--- src/rtl/supv_pkg.sv ---
package supv_pkg;
  localparam int unsigned BYTE_W = 8;
  localparam int unsigned BIT_W  = $clog2(BYTE_W);

  localparam logic [BYTE_W-1:0] OPC_WREN = 8'h06;
  localparam logic [BYTE_W-1:0] OPC_WRDI = 8'h04;
  localparam logic [BYTE_W-1:0] OPC_WRSR = 8'h01;
  localparam logic [BYTE_W-1:0] OPC_RDSR = 8'h05;

  localparam logic [1:0] WD_SEL_OFF = 2'b11;

  typedef enum logic [1:0] {
    ST_OPC   = 2'd0,
    ST_WDATA = 2'd1,
    ST_RDATA = 2'd2,
    ST_SKIP  = 2'd3
  } cmd_st_e;
endpackage

--- src/rtl/supv_spi_port.sv ---
module supv_spi_port
  import supv_pkg::*;
(
  input  logic              clk_i,
  input  logic              rst_ni,
  input  logic              sck_i,
  input  logic              si_i,
  input  logic              cs_ni,
  output logic              cs_act_o,
  output logic              kick_o,
  output logic              byte_vld_o,
  output logic [BYTE_W-1:0] byte_o,
  input  logic              tx_load_i,
  input  logic [BYTE_W-1:0] tx_data_i,
  output logic              so_o
);
  logic [2:0] sck_q, cs_q;
  logic [1:0] si_q;
  logic       sck_rise, sck_fall, si_s;
  logic [BIT_W-1:0]  bit_cnt;
  logic [BYTE_W-2:0] rx_sh;
  logic [BYTE_W-1:0] tx_sh;
  logic              first_fall;

  always_ff @(posedge clk_i or negedge rst_ni) begin
    if (!rst_ni) begin
      sck_q <= '0;
      cs_q  <= '1;
      si_q  <= '0;
    end else begin
      sck_q <= {sck_q[1:0], sck_i};
      cs_q  <= {cs_q[1:0], cs_ni};
      si_q  <= {si_q[0], si_i};
    end
  end

  assign cs_act_o = ~cs_q[1];
  assign kick_o   = cs_q[1] ^ cs_q[2];
  assign sck_rise = sck_q[1] & ~sck_q[2];
  assign sck_fall = ~sck_q[1] & sck_q[2];
  assign si_s     = si_q[1];

  assign byte_vld_o = cs_act_o & sck_rise & (bit_cnt == BIT_W'(BYTE_W - 1));
  assign byte_o     = {rx_sh, si_s};

  always_ff @(posedge clk_i or negedge rst_ni) begin
    if (!rst_ni) begin
      bit_cnt    <= '0;
      rx_sh      <= '0;
      tx_sh      <= '0;
      first_fall <= 1'b1;
    end else if (!cs_act_o) begin
      bit_cnt    <= '0;
      tx_sh      <= '0;
      first_fall <= 1'b1;
    end else begin
      if (sck_rise) begin
        rx_sh   <= {rx_sh[BYTE_W-3:0], si_s};
        bit_cnt <= bit_cnt + 1'b1;
      end
      // the fall that closes a byte must not shift: it exposes the new MSB
      if (byte_vld_o) first_fall <= 1'b1;
      else if (sck_fall) first_fall <= 1'b0;
      if (tx_load_i) tx_sh <= tx_data_i;
      else if (sck_fall && !first_fall) tx_sh <= {tx_sh[BYTE_W-2:0], 1'b0};
    end
  end

  assign so_o = cs_act_o & tx_sh[BYTE_W-1];
endmodule

--- src/rtl/supv_cmd.sv ---
module supv_cmd
  import supv_pkg::*;
#(
  parameter logic [1:0] WD_INIT = 2'b00
) (
  input  logic              clk_i,
  input  logic              rst_ni,
  input  logic              sys_rst_i,
  input  logic              cs_act_i,
  input  logic              byte_vld_i,
  input  logic [BYTE_W-1:0] byte_i,
  output logic              tx_load_o,
  output logic [BYTE_W-1:0] tx_data_o,
  output logic              wel_o,
  output logic [1:0]        wd_sel_o
);
  cmd_st_e    st_q;
  logic       wel_q;
  logic [1:0] wd_sel_q = WD_INIT;  // retained: not touched by rst_ni
  logic       live, wr_commit;

  assign live      = !sys_rst_i && cs_act_i && byte_vld_i;
  assign wr_commit = live && (st_q == ST_WDATA) && wel_q;
  assign tx_load_o = live && ((st_q == ST_RDATA) ||
                              ((st_q == ST_OPC) && (byte_i == OPC_RDSR)));
  assign tx_data_o = {2'b00, wd_sel_q, 2'b00, wel_q, 1'b0};

  always_ff @(posedge clk_i or negedge rst_ni) begin
    if (!rst_ni) begin
      st_q  <= ST_OPC;
      wel_q <= 1'b0;
    end else if (sys_rst_i) begin
      st_q  <= ST_OPC;
      wel_q <= 1'b0;
    end else if (!cs_act_i) begin
      st_q <= ST_OPC;
    end else if (byte_vld_i) begin
      unique case (st_q)
        ST_OPC: begin
          unique case (byte_i)
            OPC_WREN: begin wel_q <= 1'b1; st_q <= ST_SKIP; end
            OPC_WRDI: begin wel_q <= 1'b0; st_q <= ST_SKIP; end
            OPC_WRSR: st_q <= ST_WDATA;
            OPC_RDSR: st_q <= ST_RDATA;
            default:  st_q <= ST_SKIP;
          endcase
        end
        ST_WDATA: begin
          if (wel_q) wel_q <= 1'b0;
          st_q <= ST_SKIP;
        end
        ST_RDATA: st_q <= ST_RDATA;
        default:  st_q <= ST_SKIP;
      endcase
    end
  end

  always_ff @(posedge clk_i) begin
    if (wr_commit) wd_sel_q <= byte_i[5:4];
  end

  assign wel_o    = wel_q;
  assign wd_sel_o = wd_sel_q;
endmodule

--- src/rtl/supv_wdog.sv ---
module supv_wdog
  import supv_pkg::*;
#(
  parameter int unsigned T0   = 200,
  parameter int unsigned T1   = 600,
  parameter int unsigned T2   = 1400,
  parameter int unsigned CW   = 11
) (
  input  logic       clk_i,
  input  logic       rst_ni,
  input  logic       tick_i,
  input  logic       sys_rst_i,
  input  logic       kick_i,
  input  logic [1:0] sel_i,
  output logic       fire_o
);
  logic [CW-1:0] cnt_q, lim_m1;
  logic          en, at_end;

  always_comb begin
    unique case (sel_i)
      2'b00:   lim_m1 = CW'(T0 - 1);
      2'b01:   lim_m1 = CW'(T1 - 1);
      default: lim_m1 = CW'(T2 - 1);
    endcase
  end

  assign en     = (sel_i != WD_SEL_OFF);
  // >= covers a switch to a shorter window mid-count
  assign at_end = (cnt_q >= lim_m1);
  assign fire_o = en && !sys_rst_i && !kick_i && tick_i && at_end;

  always_ff @(posedge clk_i or negedge rst_ni) begin
    if (!rst_ni) cnt_q <= '0;
    else if (sys_rst_i || kick_i || !en) cnt_q <= '0;
    else if (tick_i) cnt_q <= at_end ? '0 : cnt_q + 1'b1;
  end
endmodule

--- src/rtl/supv_rstgen.sv ---
module supv_rstgen #(
  parameter int unsigned STRETCH = 200,
  parameter int unsigned CW      = 8
) (
  input  logic clk_i,
  input  logic rst_ni,
  input  logic tick_i,
  input  logic low_i,
  input  logic wd_fire_i,
  output logic low_s_o,
  output logic sys_rst_o
);
  logic [1:0]    low_q;
  logic [CW-1:0] cnt_q;
  logic          act_q;

  always_ff @(posedge clk_i or negedge rst_ni) begin
    if (!rst_ni) low_q <= 2'b11;
    else         low_q <= {low_q[0], low_i};
  end
  assign low_s_o = low_q[1];

  always_ff @(posedge clk_i or negedge rst_ni) begin
    if (!rst_ni) begin
      act_q <= 1'b1;
      cnt_q <= '0;
    end else if (low_s_o || wd_fire_i) begin
      act_q <= 1'b1;
      cnt_q <= '0;
    end else if (act_q && tick_i) begin
      if (cnt_q == CW'(STRETCH - 1)) begin
        act_q <= 1'b0;
        cnt_q <= '0;
      end else begin
        cnt_q <= cnt_q + 1'b1;
      end
    end
  end

  assign sys_rst_o = act_q;
endmodule

--- src/rtl/supv_ctrl.sv ---
module supv_ctrl
  import supv_pkg::*;
#(
  parameter int unsigned STRETCH_TICKS = 200,
  parameter int unsigned WD_T0_TICKS   = 200,
  parameter int unsigned WD_T1_TICKS   = 600,
  parameter int unsigned WD_T2_TICKS   = 1400,
  parameter logic [1:0]  WD_INIT       = 2'b00
) (
  input  logic clk_i,
  input  logic rst_ni,
  input  logic tick_i,
  input  logic supply_low_i,
  input  logic sck_i,
  input  logic si_i,
  input  logic cs_wdi_ni,
  output logic so_o,
  output logic sys_rst_o
);
  localparam int unsigned WD_MAX01 = (WD_T0_TICKS > WD_T1_TICKS) ? WD_T0_TICKS : WD_T1_TICKS;
  localparam int unsigned WD_MAX   = (WD_MAX01 > WD_T2_TICKS) ? WD_MAX01 : WD_T2_TICKS;
  localparam int unsigned WD_W     = $clog2(WD_MAX + 1);
  localparam int unsigned ST_W     = $clog2(STRETCH_TICKS + 1);

  logic              cs_act, kick, byte_vld, tx_load, wel, wd_fire, low_sync;
  logic [BYTE_W-1:0] rx_byte, tx_data;
  logic [1:0]        wd_sel;

  supv_spi_port u_spi (
    .clk_i, .rst_ni, .sck_i, .si_i, .cs_ni(cs_wdi_ni),
    .cs_act_o(cs_act), .kick_o(kick), .byte_vld_o(byte_vld), .byte_o(rx_byte),
    .tx_load_i(tx_load), .tx_data_i(tx_data), .so_o
  );

  supv_cmd #(.WD_INIT(WD_INIT)) u_cmd (
    .clk_i, .rst_ni, .sys_rst_i(sys_rst_o), .cs_act_i(cs_act),
    .byte_vld_i(byte_vld), .byte_i(rx_byte), .tx_load_o(tx_load),
    .tx_data_o(tx_data), .wel_o(wel), .wd_sel_o(wd_sel)
  );

  supv_wdog #(.T0(WD_T0_TICKS), .T1(WD_T1_TICKS), .T2(WD_T2_TICKS), .CW(WD_W)) u_wdog (
    .clk_i, .rst_ni, .tick_i, .sys_rst_i(sys_rst_o), .kick_i(kick),
    .sel_i(wd_sel), .fire_o(wd_fire)
  );

  supv_rstgen #(.STRETCH(STRETCH_TICKS), .CW(ST_W)) u_rst (
    .clk_i, .rst_ni, .tick_i, .low_i(supply_low_i), .wd_fire_i(wd_fire),
    .low_s_o(low_sync), .sys_rst_o
  );
endmodule

--- config.mk ---
export PLATFORM = sky130hd
export DESIGN_NAME = supv_ctrl
export DESIGN_NICKNAME = d
export VERILOG_FILES = /design/src/rtl/supv_pkg.sv /design/src/rtl/supv_spi_port.sv /design/src/rtl/supv_cmd.sv /design/src/rtl/supv_wdog.sv /design/src/rtl/supv_rstgen.sv /design/src/rtl/supv_ctrl.sv
export SDC_FILE = /design/constraint.sdc
export NUM_CORES = 1
export LEC_CHECK = 0
export BUFFER_PORTS_ARGS = -buffer_cell sky130_fd_sc_hd__buf_4
export CAP_MARGIN = 20
export CORE_MARGIN = 1.5
export CORE_UTILIZATION = 56
export DETAILED_ROUTE_END_ITERATION = 7
export GPL_TIMING_DRIVEN = 0
export PLACE_DENSITY = 0.76
export SYNTH_ARGS = -nofsm -noshare
export SYNTH_HDL_FRONTEND = slang
export SYNTH_HIERARCHICAL = 1
export SYNTH_SLANG_ARGS = --single-unit
--- constraint.sdc ---
create_clock -name clk_i -period 2.7 [get_ports clk_i]
set_input_delay 0.135 -clock clk_i [delete_from_list [all_inputs] [get_ports clk_i]]
set_output_delay 0.135 -clock clk_i [all_outputs]
set_load 0.02 [all_outputs]
After elaboration in Yosys (flattened, before gate mapping) --
Index checks and enable logic that the tools add are counted.
Storage, ports and cells: register bits 54, output and inout bits 2, logic and storage cells 101
Operators by class: add/sub/neg operators 3, order comparisons 1, equal/unequal tests 12, muxes and demuxes 28, bitwise logic cells 9, reduce and logical (&&, ||, !) cells 34
Operators with widths (count):
- 2-to-1 mux 8 bit | 6
- 2-to-1 mux 11 bit | 3
- == test 8 x 3 -> 1 bit (second input constant) | 3
- case mux 11 bit (2 select lines) | 1
- logical AND 1 bit | 12
- nonzero test 3 bit | 4
- adder 11 x 1 -> 11 bit (second input constant) | 1
- >= comparator 11 bit | 1
- nonzero test 2 bit | 5
- 2-to-1 mux 1 bit | 9
- adder 8 x 1 -> 8 bit (second input constant) | 1
- == test 8 x 1 -> 1 bit (second input constant) | 1
- == test 8 bit (second input constant) | 1
- case mux 2 bit (2 select lines) | 2
- 2-to-1 mux 2 bit | 3
- 2-to-1 mux 3 bit | 2
- AND 1 bit | 5
- == test 2 x 1 -> 1 bit (second input constant) | 2
- zero test 1 bit | 4
- zero test 2 bit | 2
- logical OR 1 bit | 4
- != test 4 x 3 -> 1 bit (second input constant) | 1
- case mux 1 bit (2 select lines) | 2
- AND reduction 2 bit | 2
- 8 further kinds | 10

Depth between registers and ports, before layout --
depth in word-level cells 8, mapped depth 13

Hierarchy --
Netlist, hierarchy kept.
By module, submodules not included:
- supv_spi_port | times used 1, cells each 82, area each 1199.9 µm², sequential area each 680.7 µm²
- supv_wdog | times used 1, cells each 103, area each 838.3 µm², sequential area each 275.3 µm²
- supv_rstgen | times used 1, cells each 52, area each 529.3 µm², sequential area each 279.0 µm²
- supv_cmd | times used 1, cells each 36, area each 355.3 µm², sequential area each 135.1 µm²

Worst setup path after synthesis --
OpenSTA, ideal clock, no wires.
kind register to register, start reg u_cmd.wd_sel_q[1], in the netlist u_cmd/wd_sel_o[1], end reg u_rst.cnt_q[3], library setup time 0.065 ns, arrival 2.476 ns, path slack 0.159 ns, cell stages (with the launch flop) 13, buffers on the path 2, period minus slack after synthesis 2.541 ns, path through edfxtp_1 > buf_4 > inv_1 > ha_1 > a211oi_1 > nor2_1 > nor2_1 > buf_2 > a211oi_1 > nor2_1 > o211ai_4 > o31ai_1 > a21o_1
Between the ends: cells in the longest elaborated chain, start to end 7
RTL lines:
- start: declaration | line supv_cmd.sv:19 | logic [1:0] wd_sel_q = WD_INIT;
- start signal: assignment | line supv_cmd.sv:59 | if (wr_commit) wd_sel_q <= byte_i[5:4];
- parallel branches: the longest is 4 deep, another holds >= comparator 11 bit
- logical AND 1 bit (*) | line supv_wdog.sv:31 | assign fire_o = en && !sys_rst_i && !kick_i && tick_i && at_end;
- via wd_fire | line supv_ctrl.sv:25 | logic cs_act, kick, byte_vld, tx_load, wel, wd_fire, low_sync;
- logical OR 1 bit (*) | line supv_rstgen.sv:27 | end else if (low_s_o || wd_fire_i) begin
- 2-to-1 mux 8 bit / nonzero test 2 bit (equally long branches)
- end signal: assignment | line supv_rstgen.sv:35 | cnt_q <= cnt_q + 1'b1;
- end: declaration | line supv_rstgen.sv:14 | logic [CW-1:0] cnt_q;
Mark *: on every way through the listed nets, which the timed path passes. A chain may end at the register's enable or synchronous reset.

Worst setup path after layout --
Ends and elaborated chain as after synthesis.

==> impl_results.md <==
- Adder-cell share of the synthesized area: 4.281%
- Die area: 5662 um^2
- Cell area after layout: 3353 um^2
- Clk root buf: clkbuf_8
- Post-Synth Simple-Gate Area: 19.99%
- Post-DP Area: 3085 um^2
- Hold crit path type: primary input to flip-flop
- Worst Setup Slack, final: 128.9 ps
- WL per Instance: 14.12 um
- HPWL Detailed: 3490 um
- Clock sinks: between 50 and 60
- Max-Cap Viols: 0
- Residual DRC count: 0
- Min cycle time layout: 2571 ps
- Clock-pin slew on the worst setup and hold paths: 100 ps
- Synth Area in XOR/XNOR: 1.498%
- EDFF count, synth: 2
- Initial antenna violation count: 0
- Max frequency: 0.3889 GHz
- CTS buffer count: 5
- Max-slew violation count: 0
- Detail Route Antenna Nets: 0
- Core box area: 5075 um^2
- Status: completed
- Main combinational cell family by area after synthesis: simple AND/OR/NAND/NOR gates
- Vias in the first global route: 1968
- Synth area leaders: dfrtp_1 39%, dfstp_2 6.3%, ha_1 4.3%
- Input/output buffers: 8
- Syn Std Cell Area: 2923 um^2
- CP Launch Type: flip-flop
- Synth top area share: 38.53%
- Most used DFF post-synth: dfrtp_1
- Fillers: 422
- Mux share of post-synthesis cell area: under 10%
- Pre-CTS WS: -309.6 ps
- Initial Util: 57.59%
- Vert. Die Dim: 75.25 um
- Final core utilization: roughly two thirds
- GR Overflow Total: 0
- Die Span X: 75.25 um
- Avg Synthesized Cell Area: 10.71 um^2
- Via density: between 5 and 6
- Yosys cell types: 59
- DP Cell Count: 355
- Pleak: between 0.001 and 0.0015 uW
- Clock latency on the worst-skew pair: 310 ps
- CP endpoint kind: flip-flop
- Hold Vio Cnt, Final: 0
- Drt first-iter violations: 130
- Ant. Diodes: 0
- H-tree depth: 2
- Num rows: 26
- CP arrival: 2820 ps
- Crit Path Category: flip-flop to flip-flop
- Peak VDD IR: 0.0005165 V
- Power per cell area: roughly 500 nW/um^2
- Final Non-Filler Cells: 377
- Synth Area in Compound Gates: 11.73%
- Period Utilization, post-route: between 90% and 100%
- GP Congestion: a little over 0.8
- Synth-to-Final Area Change: 14.73%
- NumNets Final: 323
- First-pass GRT wire length: 9204 um
- TritonCTS clock tree: built
- Gate Count Post-Synth: 273
- Via count: 2082
- Total Routing Usage GR: 21.47%
- Share of layout cells above drive strength 1: 27.69%
- Reg2Reg Setup Slack: approximately 130 ps
- Share of the yosys chip area belonging to registers: between 40% and 50%
- Worst-Margin Slew: 664.5 ps
- Layout Skew: slightly above 9 ps
- Final setup viols: 0
- Critical path data required time: 2950 ps
- Flops & latches, synth: 54
- Crit-path max FO: 10
- Top cell type by total area after synthesis: dfrtp_1
- Slew HR: 55.70%
- Router iterations before antenna repair: 4
- Asr flop ratio synth: 96.30%
- Final wirelength: 5323 um
- Clock buffer depth: 2
- Synthesis warning total: 6
- Largest net degree at the start of global routing: 53
- Ports placed on the boundary: 9
## path summary, 6_finish.rpt
path                                   start         endpoint  depth (start not counted)
setup / recovery           u_cmd/wd_sel_o[1]   u_rst/cnt_q[3]                         13
hold / removal                        tick_i  u_wdog/cnt_q[1]                          3
setup reg to reg           u_cmd/wd_sel_o[1]   u_rst/cnt_q[3]                         13
hold reg to reg                u_spi/cs_q[0]    u_spi/cs_q[1]                          0
max in group asynchronous             rst_ni  u_wdog/cnt_q[7]                          2
min in group asynchronous             rst_ni   u_spi/rx_sh[0]                          2
## state kept, by name (all words and copies together), names as in the netlist
| signal | cells |
|---|---|
| u_cmd/st_q | 2 |
| u_cmd/wd_sel_o | 2 |
| u_cmd/wel_o | 1 |
| u_rst/cnt_q | 8 |
| u_rst/low_q | 2 |
| u_rst/sys_rst_o | 1 |
| u_spi/bit_cnt | 3 |
| u_spi/cs_q | 3 |
| u_spi/first_fall | 1 |
| u_spi/rx_sh | 7 |
| u_spi/sck_q | 3 |
| u_spi/si_q | 2 |
| u_spi/tx_sh | 8 |
| u_wdog/cnt_q | 11 |
## cells by family (layout without fill, tap and decap cells)
group | Yosys count | after routing
xor gates and xnor gates | 5 | 5
DFF | 54 | 54
AOI/OAI and AO/OA | 48 | 48
muxes | 24 | 24
adders and majority gates | 10 | 10
and+or+nand+nor | 103 | 103
other | 1 | 5
buffers and inverters | 28 | 58
## cell type report
class | instances | area (um^2) | share of cell area [%]
tap | 70 | 87.58 | 2.612
multi-input combinational | 195 | 1428 | 42.57
clock buffer | 5 | 68.82 | 2.052
sequential | 54 | 1370 | 40.86
inverter | 11 | 41.29 | 1.231
timing repair buffer | 22 | 177.7 | 5.298
buffer | 17 | 132.6 | 3.955
clock inverter | 3 | 47.55 | 1.418
## through the flow
step                setup TNS [ps]  power, uW  hold WS [ps]
detailed placement           -2093       1131         208.4
floorplan                        0       1076        -160.6
global placement             -1502       1123         200.1
finish                           0       1678         154.1
global route                -16.76       1763         153.7
CTS                              0       1698         139.5
## metal layers
metal / share of wire [%] / track usage, % / vias to the layer above
li1: - / - / 1032
met1: 48 / 31.20 / 1009
met3: 2.8 / 3.748 / 9
met4: 1.4 / 7.341 / 0
met2: 47 / 32.74 / 32
met5: 0 / 0 / -
## cells in the mapped netlist (8+ instances only)
cell type	instances
a21oi_1	10
buf_4	11
o21ai_0	9
nor3_1	9
dfrtp_1	45
ha_1	10
nand2_1	30
nor2_1	17
mux2_2	8
mux2i_1	9
inv_1	9
nand3_1	10
## repair_timing
item | 4_1_cts | 5_1_grt
cloned | 0 | 0
endpoints found under the setup margin | 7 | 7
pin swaps | 1 | 2
resized for setup | 6 | 4
endpoints found under the hold margin | 49 | 0
setup buffers | 1 | 8
hold buffers | 5 | 0
## report_power, final
group / internal [uW] / switching, uW
clock: 283 / 269
combinational: 116 / 80.4
sequential: 876 / 53.1
total: 1280 / 403
## cells in the final DEF (no fill, tap or decap), drive strengths merged, types with 3 or more instances in the layout
cell type    netlist  final
a21o               3      3
a21oi             10     10
a31oi              4      4
and2               4      4
buf               15     32
clkbuf             2      7
conb               1      5
dfrtp             45     45
dfstp              7      7
dlygate4sd3        0      5
ha                10     10
inv               10     12
mux2              15     15
mux2i              9      9
nand2             30     30
nand2b             3      3
nand3             11     11
nand4              6      6
nor2              20     20
nor2b              3      3
nor3               9      9
nor4               3      3
o211ai             7      7
o21ai             10     10
o31ai              4      4
or3                3      3
xor2               3      3
## critical path, cell delays in order (launching register included)
cell      delay [ps]
edfxtp_1         410
buf_4            170
nor2_2           140
inv_1             70
ha_1             180
a211oi_1         220
nor2_1           120
nor2_4           200
buf_6            170
a211oi_2         100
nor2_2           220
o211ai_4         150
o31ai_1          250
a21o_1           110
(Power assumes the default switching activity.)
